[src/rtl/tdm_pack_pkg.sv]
// Package: layout arithmetic shared by the channel packer and its checker.
// Assumes the channel count and period are positive; callers guard zero.
package tdm_pack_pkg;

    localparam int CHAN_W = 8;

    // Number of wires needed to fit all channels in one period.
    function automatic int wire_count(input int nch, input int per);
        if (per < 1) return 1;
        return (nch + per - 1) / per;
    endfunction

    // Channels carried by wire w when nch are spread over nw wires.
    function automatic int lane_len(input int nch, input int nw, input int w);
        return (nch / nw) + ((w < (nch % nw)) ? 1 : 0);
    endfunction

    // Index of the first channel carried by wire w.
    function automatic int lane_first(input int nch, input int nw, input int w);
        int ext;
        ext = nch % nw;
        return w * (nch / nw) + ((w < ext) ? w : ext);
    endfunction

endpackage

[src/rtl/tdm_frame_timer.sv]
// Frame timer: tracks the slot position inside a running frame, decides
// whether a load strobe is accepted and latches the overrun flag.
// Assumes PERIOD >= 1. A strobe in the last slot starts a new frame.
module tdm_frame_timer #(
    parameter int PERIOD = 3,
    parameter int SLOT_W = 2
) (
    input  logic              clk,
    input  logic              rst_n,
    input  logic              load_req,
    output logic              load_ok,
    output logic              active,
    output logic [SLOT_W-1:0] slot,
    output logic              overrun
);
    localparam logic [SLOT_W-1:0] LAST_SLOT = SLOT_W'(PERIOD - 1);

    logic at_last;

    // Purpose: flag the last slot and decide acceptance of the strobe.
    always_comb begin
        at_last = active && (slot == LAST_SLOT);
        load_ok = load_req && (!active || at_last);
    end

    // Purpose: advance the slot counter and the frame-running flag.
    always_ff @(posedge clk) begin
        if (!rst_n) begin
            active <= 1'b0;
            slot   <= '0;
        end else if (load_ok) begin
            active <= 1'b1;
            slot   <= '0;
        end else if (at_last) begin
            active <= 1'b0;
            slot   <= '0;
        end else if (active) begin
            slot <= slot + 1'b1;
        end
    end

    // Purpose: sticky record of a strobe that was dropped mid-frame.
    always_ff @(posedge clk) begin
        if (!rst_n) begin
            overrun <= 1'b0;
        end else if (load_req && !load_ok) begin
            overrun <= 1'b1;
        end
    end

endmodule

[src/rtl/tdm_lane_mux.sv]
// Lane multiplexer: picks the sample for one data wire from the slice of
// held channels that this wire carries, by slot index. Drives zero when
// no frame runs or the slot is past the wire's channel count.
// Assumes LEN >= 1 and LEN <= 2**SLOT_W.
module tdm_lane_mux #(
    parameter int SAMPLE_W = 12,
    parameter int LEN      = 3,
    parameter int SLOT_W   = 2
) (
    input  logic                    active,
    input  logic [SLOT_W-1:0]       slot,
    input  logic [LEN*SAMPLE_W-1:0] lane_samples,
    output logic [SAMPLE_W-1:0]     lane_data
);
    // Purpose: select this wire's channel for the current slot, else zero.
    always_comb begin
        lane_data = '0;
        if (active) begin
            for (int i = 0; i < LEN; i++) begin
                if (slot == SLOT_W'(i)) begin
                    lane_data = lane_samples[i*SAMPLE_W +: SAMPLE_W];
                end
            end
        end
    end

endmodule

[src/rtl/tdm_channel_packer.sv]
// Multichannel TDM channel packer (top). Captures NUM_CH samples on an
// accepted load strobe and emits them over PERIOD cycles on the minimum
// number of wires. The channels are spread evenly, each wire fills its
// time slots first, and one valid and one 8-bit slot count cover all
// wires. Assumes PERIOD >= 1, NUM_CH >= 1 and at most 256 valid slots.
module tdm_channel_packer #(
    parameter int  NUM_CH    = 5,
    parameter int  PERIOD    = 3,
    parameter int  SAMPLE_W  = 12,
    localparam int NUM_WIRES = tdm_pack_pkg::wire_count(NUM_CH, PERIOD)
) (
    input  logic                          clk,
    input  logic                          rst_n,
    input  logic                          in_load,
    input  logic [NUM_CH*SAMPLE_W-1:0]    in_samples,
    output logic                          out_valid,
    output logic [tdm_pack_pkg::CHAN_W-1:0] out_chan,
    output logic [NUM_WIRES*SAMPLE_W-1:0] out_data,
    output logic                          overrun
);
    localparam int CW      = tdm_pack_pkg::CHAN_W;
    localparam int SLOT_W  = (PERIOD > 1) ? $clog2(PERIOD) : 1;
    localparam int MAX_LEN = tdm_pack_pkg::lane_len(NUM_CH, NUM_WIRES, 0);
    localparam logic [SLOT_W:0] MAX_LEN_V = (SLOT_W + 1)'(MAX_LEN);

    // Purpose: reject parameter sets the layout cannot represent.
    if (PERIOD < 1 || NUM_CH < 1 || NUM_CH > 256 * NUM_WIRES) begin : g_bad_cfg
        $fatal(1, "tdm_channel_packer: unsupported NUM_CH/PERIOD");
    end

    logic                       load_ok;
    logic                       active;
    logic [SLOT_W-1:0]          slot;
    logic [NUM_CH*SAMPLE_W-1:0] held;
    logic [CW-1:0]              slot_ext;

    tdm_frame_timer #(
        .PERIOD (PERIOD),
        .SLOT_W (SLOT_W)
    ) u_timer (
        .clk      (clk),
        .rst_n    (rst_n),
        .load_req (in_load),
        .load_ok  (load_ok),
        .active   (active),
        .slot     (slot),
        .overrun  (overrun)
    );

    // Purpose: hold the input vector for the duration of the frame.
    always_ff @(posedge clk) begin
        if (!rst_n) begin
            held <= '0;
        end else if (load_ok) begin
            held <= in_samples;
        end
    end

    // Purpose: one multiplexer per wire, each over its own channel slice.
    for (genvar w = 0; w < NUM_WIRES; w++) begin : g_lane
        localparam int LEN   = tdm_pack_pkg::lane_len(NUM_CH, NUM_WIRES, w);
        localparam int FIRST = tdm_pack_pkg::lane_first(NUM_CH, NUM_WIRES, w);
        tdm_lane_mux #(
            .SAMPLE_W (SAMPLE_W),
            .LEN      (LEN),
            .SLOT_W   (SLOT_W)
        ) u_lane (
            .active       (active),
            .slot         (slot),
            .lane_samples (held[FIRST*SAMPLE_W +: LEN*SAMPLE_W]),
            .lane_data    (out_data[w*SAMPLE_W +: SAMPLE_W])
        );
    end

    // Purpose: fit the slot index to the 8-bit count width.
    if (SLOT_W >= CW) begin : g_chan_trunc
        assign slot_ext = slot[CW-1:0];
    end else begin : g_chan_pad
        assign slot_ext = {{(CW - SLOT_W){1'b0}}, slot};
    end

    // Purpose: shared valid and slot count for all wires.
    always_comb begin
        out_valid = active && ({1'b0, slot} < MAX_LEN_V);
        out_chan  = out_valid ? slot_ext : '0;
    end

endmodule

[config.mk]
export PLATFORM = sky130hd
export DESIGN_NAME = tdm_channel_packer
export DESIGN_NICKNAME = d
export VERILOG_FILES = /design/src/rtl/tdm_pack_pkg.sv /design/src/rtl/tdm_frame_timer.sv /design/src/rtl/tdm_lane_mux.sv /design/src/rtl/tdm_channel_packer.sv
export SDC_FILE = /design/constraint.sdc
export NUM_CORES = 1
export LEC_CHECK = 0
export BUFFER_PORTS_ARGS = -buffer_cell sky130_fd_sc_hd__buf_2
export CORE_MARGIN = 2
export CORE_UTILIZATION = 45
export CTS_BUF_LIST = sky130_fd_sc_hd__clkbuf_4 sky130_fd_sc_hd__clkbuf_8
export DETAILED_ROUTE_END_ITERATION = 16
export PLACE_DENSITY_LB_ADDON = 0.3
export SKIP_LAST_GASP = 1
export SYNTH_ARGS = -nofsm -noshare
export SYNTH_HDL_FRONTEND = slang
export SYNTH_SLANG_ARGS = --single-unit
export TNS_END_PERCENT = 20
[constraint.sdc]
create_clock -name clk -period 1.4 [get_ports clk]
set_input_delay 0.07 -clock clk [delete_from_list [all_inputs] [get_ports clk]]
set_output_delay 0.07 -clock clk [all_outputs]
set_load 0.005 [all_outputs]
== Yosys cells after proc, flatten, opt, wreduce, memory -nomap -nowiden ==
Cells that the tools add are included.

* Add/sub/neg operators: 1
* Magnitude comparators: 1
* Equality and inequality tests: 2
* Multiplexer cells: 10
* Bitwise logic cells: 1
* Reductions and logical operators: 10

{| class="wikitable"
|+ Operator list
! cell !! count
|-
| $mux W12 || 7
|-
| $logic_and A1 B1 Y1 || 4
|-
| $reduce_or A3 Y1 || 1
|-
| $add A2 B1 Y2 const B || 1
|-
| $eq A2 B1 Y1 const B || 1
|-
| $eq A2 B2 Y1 const B || 1
|-
| $logic_not A1 Y1 || 2
|-
| $logic_not A2 Y1 || 1
|-
| $lt A2 B2 Y1 const B || 1
|-
| $mux W1 || 2
|-
| $mux W2 || 1
|-
| $reduce_bool A2 Y1 || 1
|-
| $logic_or A1 B1 Y1 || 1
|-
| $not A1 Y1 || 1
|}

* Bits in registers: 64
* Input bits: 63
* Output and inout port bits: 34

== Logic depth before layout (Yosys ltp) ==
Gate-level depths: netlist of run 1.

* Word-level depth: 6
* Gate-level depth with buffers: 7
* Mapped depth without buffers: 5

== Cells and area by module ==
A second synthesis of run 1 with hierarchy kept.

* Cell total of the unflattened synthesis: 303
* Area total of the unflattened synthesis: 3139.3 sq um

{| class="wikitable"
|+ Modules (own cells, without submodules)
! module !! instances !! cells each !! area each (sq um) !! sequential area each (sq um)
|-
| tdm_channel_packer || 1 || 204 || 2373.5 || 1201.2
|-
| tdm_lane_mux (g_lane[0].u_lane) || 1 || 54 || 397.9 || 0.0
|-
| tdm_lane_mux (g_lane[1].u_lane) || 1 || 27 || 187.7 || 0.0
|-
| tdm_frame_timer || 1 || 18 || 180.2 || 80.1
|}

== Worst setup path before layout of run 1 ==
Ideal clock, no wire load.

* Kind: flip-flop to flip-flop
* Start: reg u_timer.slot[0]
* End: reg held[0]
* Library setup time: 0.072 ns
* Arrival: 1.413 ns
* Slack: -0.084 ns
* Stages on the path, launching flop included: 8
* Period minus slack after synthesis: 1.484 ns
* Cells stage by stage: dfxtp_1 inv_1 ha_1 nor2b_2 nand2b_4 buf_6 buf_12 mux2i_1

* Longest elaborated chain between the ends: 4

{| class="wikitable"
|+ RTL lines
! what !! line !! source
|-
| start: declaration || tdm_frame_timer.sv:13 || <nowiki>output logic [SLOT_W-1:0] slot,</nowiki>
|-
| start signal: assignment || tdm_frame_timer.sv:38 || <nowiki>slot <= slot + 1'b1;</nowiki>
|-
| $eq A2 B2 Y1 || tdm_frame_timer.sv:22 || <nowiki>at_last = active && (slot == LAST_SLOT);</nowiki>
|-
| $logic_and A1 B1 Y1 || tdm_frame_timer.sv:22 ||
|-
| $logic_or A1 B1 Y1 || tdm_frame_timer.sv:23 || <nowiki>load_ok = load_req && (!active || at_last);</nowiki>
|-
| $logic_and A1 B1 Y1 || tdm_frame_timer.sv:23 ||
|-
| end signal: assignment || tdm_channel_packer.sv:55 || <nowiki>held <= in_samples;</nowiki>
|-
| end: declaration || tdm_channel_packer.sv:34 || <nowiki>logic [NUM_CH*SAMPLE_W-1:0] held;</nowiki>
|}

Every way passes these cells.
A chain may end at the register's enable or synchronous reset.

== Worst setup path after layout of run 1 ==
* Start: reg u_timer.slot[0]
* End: out out_data[11]

* Longest elaborated chain between the ends: 5

{| class="wikitable"
|+ RTL lines
! what !! line !! source
|-
| $logic_not A2 Y1 || tdm_lane_mux.sv:20 || <nowiki>if (slot == SLOT_W'(i)) begin</nowiki>
|-
| $mux W12 (2 in a row) || tdm_lane_mux.sv:20 ||
|-
| $mux W12 * || tdm_lane_mux.sv:20 ||
|-
| $mux W12 * || tdm_lane_mux.sv:18 || <nowiki>if (active) begin</nowiki>
|-
| end: declaration || tdm_channel_packer.sv:18 || <nowiki>output logic [NUM_WIRES*SAMPLE_W-1:0] out_data,</nowiki>
|}

Mark *: on every way between the ends. The rest lies on a longest branch, timed or not.

==> flow_metrics.env, run 1 <==
export IMPL_hold_viol_final=0
export IMPL_avgSynthCellArea_um2=8.25
export IMPL_synth_async_reset_ratio=0
export IMPL_portBuffers=90
export IMPL_drcViolationCount=0
export IMPL_synth_cells_most_frequent="nand2_1, dfxtp_1, mux2i_1, and2_1, clkbuf_1"
export IMPL_p_sw_frac=0.253
export IMPL_synth_simple_gate_area_share=0.252
export IMPL_die_height_um=88.5
export IMPL_crit_required_ns=1.33
export IMPL_synth_compound_area_frac=0.0549
export IMPL_placed_cell_area_um2=3710
export IMPL_setup_violations=87
export IMPL_endpoint_kind="output pin"
export IMPL_synth_top_family_by_area="simple AND/OR/NAND/NOR gates"
export IMPL_wire_per_inst_um=13.8
export IMPL_synthCells=389
export IMPL_ios=97
export IMPL_clock_skew_ns=0.00954
export IMPL_ys_flop_type="dfxtp_1"
export IMPL_nets=606
export IMPL_rsz0062_at_grt="true"
export IMPL_start_kind="flip-flop"
export IMPL_pwr_share_comb=0.175
export IMPL_core_area_um2=6830
export IMPL_grt_pass1_vias=3086
export IMPL_num_rows=30
export IMPL_yosysSeqAreaShare=0.399
export IMPL_yosys_area_top_type_share=0.399
export IMPL_globalplace_congestion=0.832
export IMPL_p_per_area_nw_per_um2=1010
export IMPL_maxSlewViolCount=0
export IMPL_antenna_found_initial=0
export IMPL_grt_remaining_overflow=0
export IMPL_worstSkewPairLatency_ns=0.35
export IMPL_hold_class="in2reg"
export IMPL_design_area_um2=4750
export IMPL_crit_fanout=6
export IMPL_timing_max_cap_violations=0
export IMPL_max_freq_ghz=0.574
export IMPL_hpwl_um=5170
export IMPL_intPower_mw=3.59
export IMPL_register_area_um2=1290
export IMPL_worst_slack_ns=-0.343
export IMPL_routed_wl_um=8810
export IMPL_ctsRootBufferMaster="clkbuf_8"
export IMPL_grt_total_usage=0.234
export IMPL_grt_pass1_wl_um=14000
export IMPL_die_area_um2=7830
export IMPL_synthXorXnorAreaFrac=0
export IMPL_pwr_share_seq=0.421
export IMPL_drt_pass1_iterations=4
export IMPL_multi_input_area_um2=1790
export IMPL_grt_max_degree=59
export IMPL_netlist_area_um2=3210
export IMPL_yosysTopAreaCell="dfxtp_1"
export IMPL_synth_most_common_cell="nand2_1"
export IMPL_num_antenna_cells=0
export IMPL_die_x_um=88.5
export IMPL_synthToLayoutAreaGrowth_pct=47.8
export IMPL_cts_max_path_buffers=2
export IMPL_cp_slowest_cell="and4bb_4"
export IMPL_p_leak_nw=2.34
export IMPL_fin_crit_sh=1.24
export IMPL_yosysUniqueCellTypes=24
export IMPL_h_tree_depth=3
export IMPL_tritoncts="yes"
export IMPL_min_period_ns=1.74
export IMPL_drtAntennaViolNets=0
export IMPL_crit_chain="inv_4 > ha_4 > and4bb_4 > a22oi_2 > nand2_1 > buf_2"
export IMPL_cts_sinks=64
export IMPL_fill_cells=560
export IMPL_final_core_util=0.695
export IMPL_status="complete, but fails checks"
export IMPL_ys_warn_count=0
export IMPL_synthMuxAreaShare=0.187
export IMPL_numCtsBuffers=9
export IMPL_first_iter_violations=99
export IMPL_yosys_top_cells_area="dfxtp_1, nand2_1, mux2i_1, buf_12, and2_1"
export IMPL_fin_hold_ws_ns=0.0122
export IMPL_path_clk_slew_ns=0.07
export IMPL_synth_seq_cells=64
export IMPL_pre_cts_ws_ns=-0.214
export IMPL_post_drt_via_cell_ratio=4.76
export IMPL_violations="negative setup slack"
export IMPL_clockPowerShare=0.404
export IMPL_synth_edff_count=0
export IMPL_vias=3046
export IMPL_layout_drive_gt1_share=0.279
export IMPL_vdd_drop_max_uv=686
export IMPL_max_stage_delay_ns=0.43
export IMPL_initial_utilization=0.470
export IMPL_path_class="reg2out"
export IMPL_p_sw_mw=1.22
export IMPL_finalSetupTns_ns=-14.58
export IMPL_cp_arrival_ns=1.67
export IMPL_synthAdderAreaFrac=0.0156
[power groups by stage]
stage	Clock, mW	Combinational, mW	Sequential (mW)
after floorplan	0	0.455	2.03
after CTS	1.97	0.836	2.02
after detailed placement	0	0.629	2.05
final	1.94	0.843	2.02
after global routing	2.08	0.919	2.04
after global placement	0	0.615	2.05
[layout make-up]
| type | count | share of cell area |
|---|---|---|
| Clock inverter | 7 | 0.0250 |
| Clock buffer | 9 | 0.0261 |
| Tap cell | 96 | 0.0253 |
| Multi-Input combinational cell | 294 | 0.377 |
| Inverter | 2 | 0.00316 |
| Sequential cell | 64 | 0.272 |
| Timing Repair Buffer | 168 | 0.272 |
[final timing paths]
path	cells after the start	endpoint	startpoint	slack, ns
hold reg to reg	2	held[49]	held[49]	0.46
hold / removal	3	held[56]	in_samples[56]	0.01
setup / recovery	6	out_data[11]	u_timer.slot[0]	-0.34
setup reg to reg	7	held[51]	u_timer.slot[0]	-0.20
[repair_timing]
action                                  CTS  global route
hold buffers                             59             0
setup buffers                             4             1
pin swaps                                13            19
cloned                                    4             0
resized for setup                        31            23
hold endpoints to repair                 59             0
endpoints found under the setup margin   85            87
[stage by stage]
| step | power [mW] | cells |
|---|---|---|
| 2_1_floorplan | 2.49 | 394 |
| 3_3_place_gp | 2.67 | 559 |
| 3_5_place_dp | 2.68 | 559 |
| 4_1_cts | 4.83 | 641 |
| 5_1_grt | 5.03 | 640 |
| 6_report | 4.81 | 640 |
[state kept, by name, summed over array words and instances, names as in the netlist]
name	count
held	60
u_timer.active	1
u_timer.overrun	1
u_timer.slot	2
[logic make-up (layout without fill, tap and decap cells)]
group / count (synthesis) / count (layout)
AOI/OAI and AO/OA: 28 / 28
adders and majority gates: 4 / 4
and+or+nand+nor: 194 / 196
other: 1 / 6
buffers and inverters: 38 / 186
muxes: 60 / 60
DFF: 64 / 64
[routing by layer]
layer | GRT usage | part of all wire | wire, µm | vias up
met5 | 0 | 0 | 0 | -
met1 | 0.271 | 0.44 | 3870 | 1394
met3 | 0.0504 | 0.039 | 345 | 20
li1 | - | - | - | 1547
met4 | 0.112 | 0.025 | 221 | 0
met2 | 0.410 | 0.50 | 4370 | 85
[placed cells by master (no fill, tap or decap), types with 2 or more instances in the layout]
master / n
nand2_1: 166
buf_2: 89
dfxtp_1: 62
mux2i_1: 60
dlygate4sd3_1: 59
and2_1: 15
o21ai_1: 11
a22oi_2: 10
buf_4: 10
clkbuf_8: 9
conb_1: 6
buf_12: 5
nand2_2: 3
nor2b_1: 3
ha_4: 3
bufinv_16: 3
and4bb_4: 2
a22oi_1: 2
inv_6: 2
a21oi_1: 2
clkinvlp_4: 2
buf_8: 2
buf_6: 2
dfxtp_4: 2
[worst max-delay path, delay by kind of cell (launching register included)]
kind | cells | cell delay [ns]
buf+inv | 2 | 0.16
simple gates | 2 | 0.51
flops | 1 | 0.38
compound gates | 1 | 0.11
fa+ha+maj | 1 | 0.18
Power figures use the tool's default switching activity.
==> run 2: changes to the inputs <==
PLACE_DENSITY = 0.8   (was unset)
PLACE_DENSITY_LB_ADDON = unset   (was 0.3)
==> run 2 against run 1 <==
  * The flow still finishes with violations (negative setup slack)
  * Maximum frequency down 4.6%
  * Clock skew decreased by 0.0022 ns
  * Worst setup slack lost 0.083 ns
  * Largest power group unchanged
==> flow_metrics.env, run 2 (synthesis gave the netlist of run 1 again) <==
export IMPL_p_leak_nw=2.30
export IMPL_finalSetupTns_ns=-16.00
export IMPL_grt_pass1_vias=3161
export IMPL_worstSkewPairLatency_ns=0.34
export IMPL_hpwl_um=5250
export IMPL_cts_max_path_buffers=2
export IMPL_rsz0062_at_grt="true"
export IMPL_h_tree_depth=3
export IMPL_portBuffers=90
export IMPL_reg_top3="held: 60 flops, u_timer.slot: 2 flops"
export IMPL_fin_crit_sh=1.30
export IMPL_violations="negative setup slack"
export IMPL_endpoint_kind="output pin"
export IMPL_timing_max_cap_violations=0
export IMPL_synthToLayoutAreaGrowth_pct=45.8
export IMPL_grt_max_degree=62
export IMPL_grt_total_usage=0.232
export IMPL_grt_pass1_wl_um=14000
export IMPL_vdd_drop_max_uv=583
export IMPL_grt_remaining_overflow=0
export IMPL_drtAntennaViolNets=0
export IMPL_die_height_um=88.5
export IMPL_antenna_found_initial=0
export IMPL_start_kind="flip-flop"
export IMPL_wire_per_inst_um=14.0
export IMPL_die_x_um=88.5
export IMPL_clock_skew_ns=0.00732
export IMPL_first_iter_violations=103
export IMPL_setup_violations=87
export IMPL_cp_arrival_ns=1.76
export IMPL_layout_drive_gt1_share=0.279
export IMPL_finalNonFillerCells=641
export IMPL_largest_register_ffs=60
export IMPL_core_area_um2=6830
export IMPL_top_register="held"
export IMPL_crit_required_ns=1.33
export IMPL_die_area_um2=7830
export IMPL_hold_class="in2reg"
export IMPL_p_per_area_nw_per_um2=940
export IMPL_cts_sinks=64
export IMPL_max_freq_ghz=0.548
export IMPL_final_cell_mix="nand2_1, buf_2, dfxtp_1"
export IMPL_numCtsBuffers=9
export IMPL_initial_utilization=0.470
export IMPL_dp_cells=559
export IMPL_drcViolationCount=0
export IMPL_post_drt_via_cell_ratio=4.93
export IMPL_path_class="reg2out"
export IMPL_min_period_ns=1.83
export IMPL_vias=3162
export IMPL_ios=97
export IMPL_maxSlewViolCount=0
export IMPL_ctsRootBufferMaster="clkbuf_8"
export IMPL_routed_wl_um=8940
export IMPL_path_clk_slew_ns=0.07
export IMPL_worst_slack_ns=-0.426
export IMPL_globalplace_congestion=0.834
export IMPL_drt_pass1_iterations=4
export IMPL_status="complete, but fails checks"
export IMPL_hold_viol_final=0
export IMPL_num_antenna_cells=0
export IMPL_num_rows=30
export IMPL_nets=607
export IMPL_crit_fanout=7
export IMPL_final_common_cell="nand2_1"
export IMPL_tritoncts="yes"
## run 2: through the flow
stage	utilization	hold WS (ns)	power (mW)	setup slack [ns]	instance area, µm²
final	0.685	0.0135	4.40	-0.426	4680
after global routing	0.685	0.0173	4.60	-0.485	4680
after CTS	0.677	0.00384	4.37	-0.366	4620
after detailed placement	0.540	0.319	2.67	-0.196	3690
after global placement	0.540	0.315	2.64	-0.102	3690
after floorplan	-	0.194	2.49	0.0143	3240
## run 2: layout make-up
type	instances	area [µm²]
clock buffers	9	124
clock inverters	7	71.3
fillers	529	2150
inverters	2	15.0
multi-input cells	292	1760
flip-flops and latches	64	1290
well taps	96	120
repair buffers	171	1300
## run 2: worst paths after layout
kind / from / end / slack (ns) / depth (start not counted)
setup / recovery: u_timer.slot[1] / out_data[3] / -0.43 / 7
hold / removal: in_samples[59] / held[59] / 0.01 / 3
setup reg to reg: u_timer.slot[0] / held[35] / -0.18 / 7
hold reg to reg: held[53] / held[53] / 0.46 / 2
## run 2: repair_timing
item,4_1_cts,5_1_grt
buffers inserted,4,2
hold buffers,59,0
endpoints found under the setup margin,82,87
pin swaps,23,11
cloned,0,1
resized for setup,31,5
hold endpoints to repair,59,0
## run 2: routing by layer
metal | share of wire | GRT usage | vias up | wire length (µm)
met5 | 0 | 0 | - | 0
met4 | 0.027 | 0.112 | 0 | 244
li1 | - | - | 1543 | -
met1 | 0.40 | 0.256 | 1472 | 3560
met3 | 0.051 | 0.0513 | 27 | 460
met2 | 0.52 | 0.421 | 120 | 4680
## run 2: power breakdown
part,internal [mW],switching (mW)
sequential,1.94,0.0835
combinational,0.446,0.373
clock,0.820,0.734
total,3.21,1.19
## run 2: worst max-delay path: stages (launching register included)
cell      delay (ns)
dfxtp_4         0.39
inv_6           0.05
ha_4            0.16
and4bb_2        0.24
buf_6           0.15
a22oi_2         0.18
nand2_1         0.11
buf_2           0.14
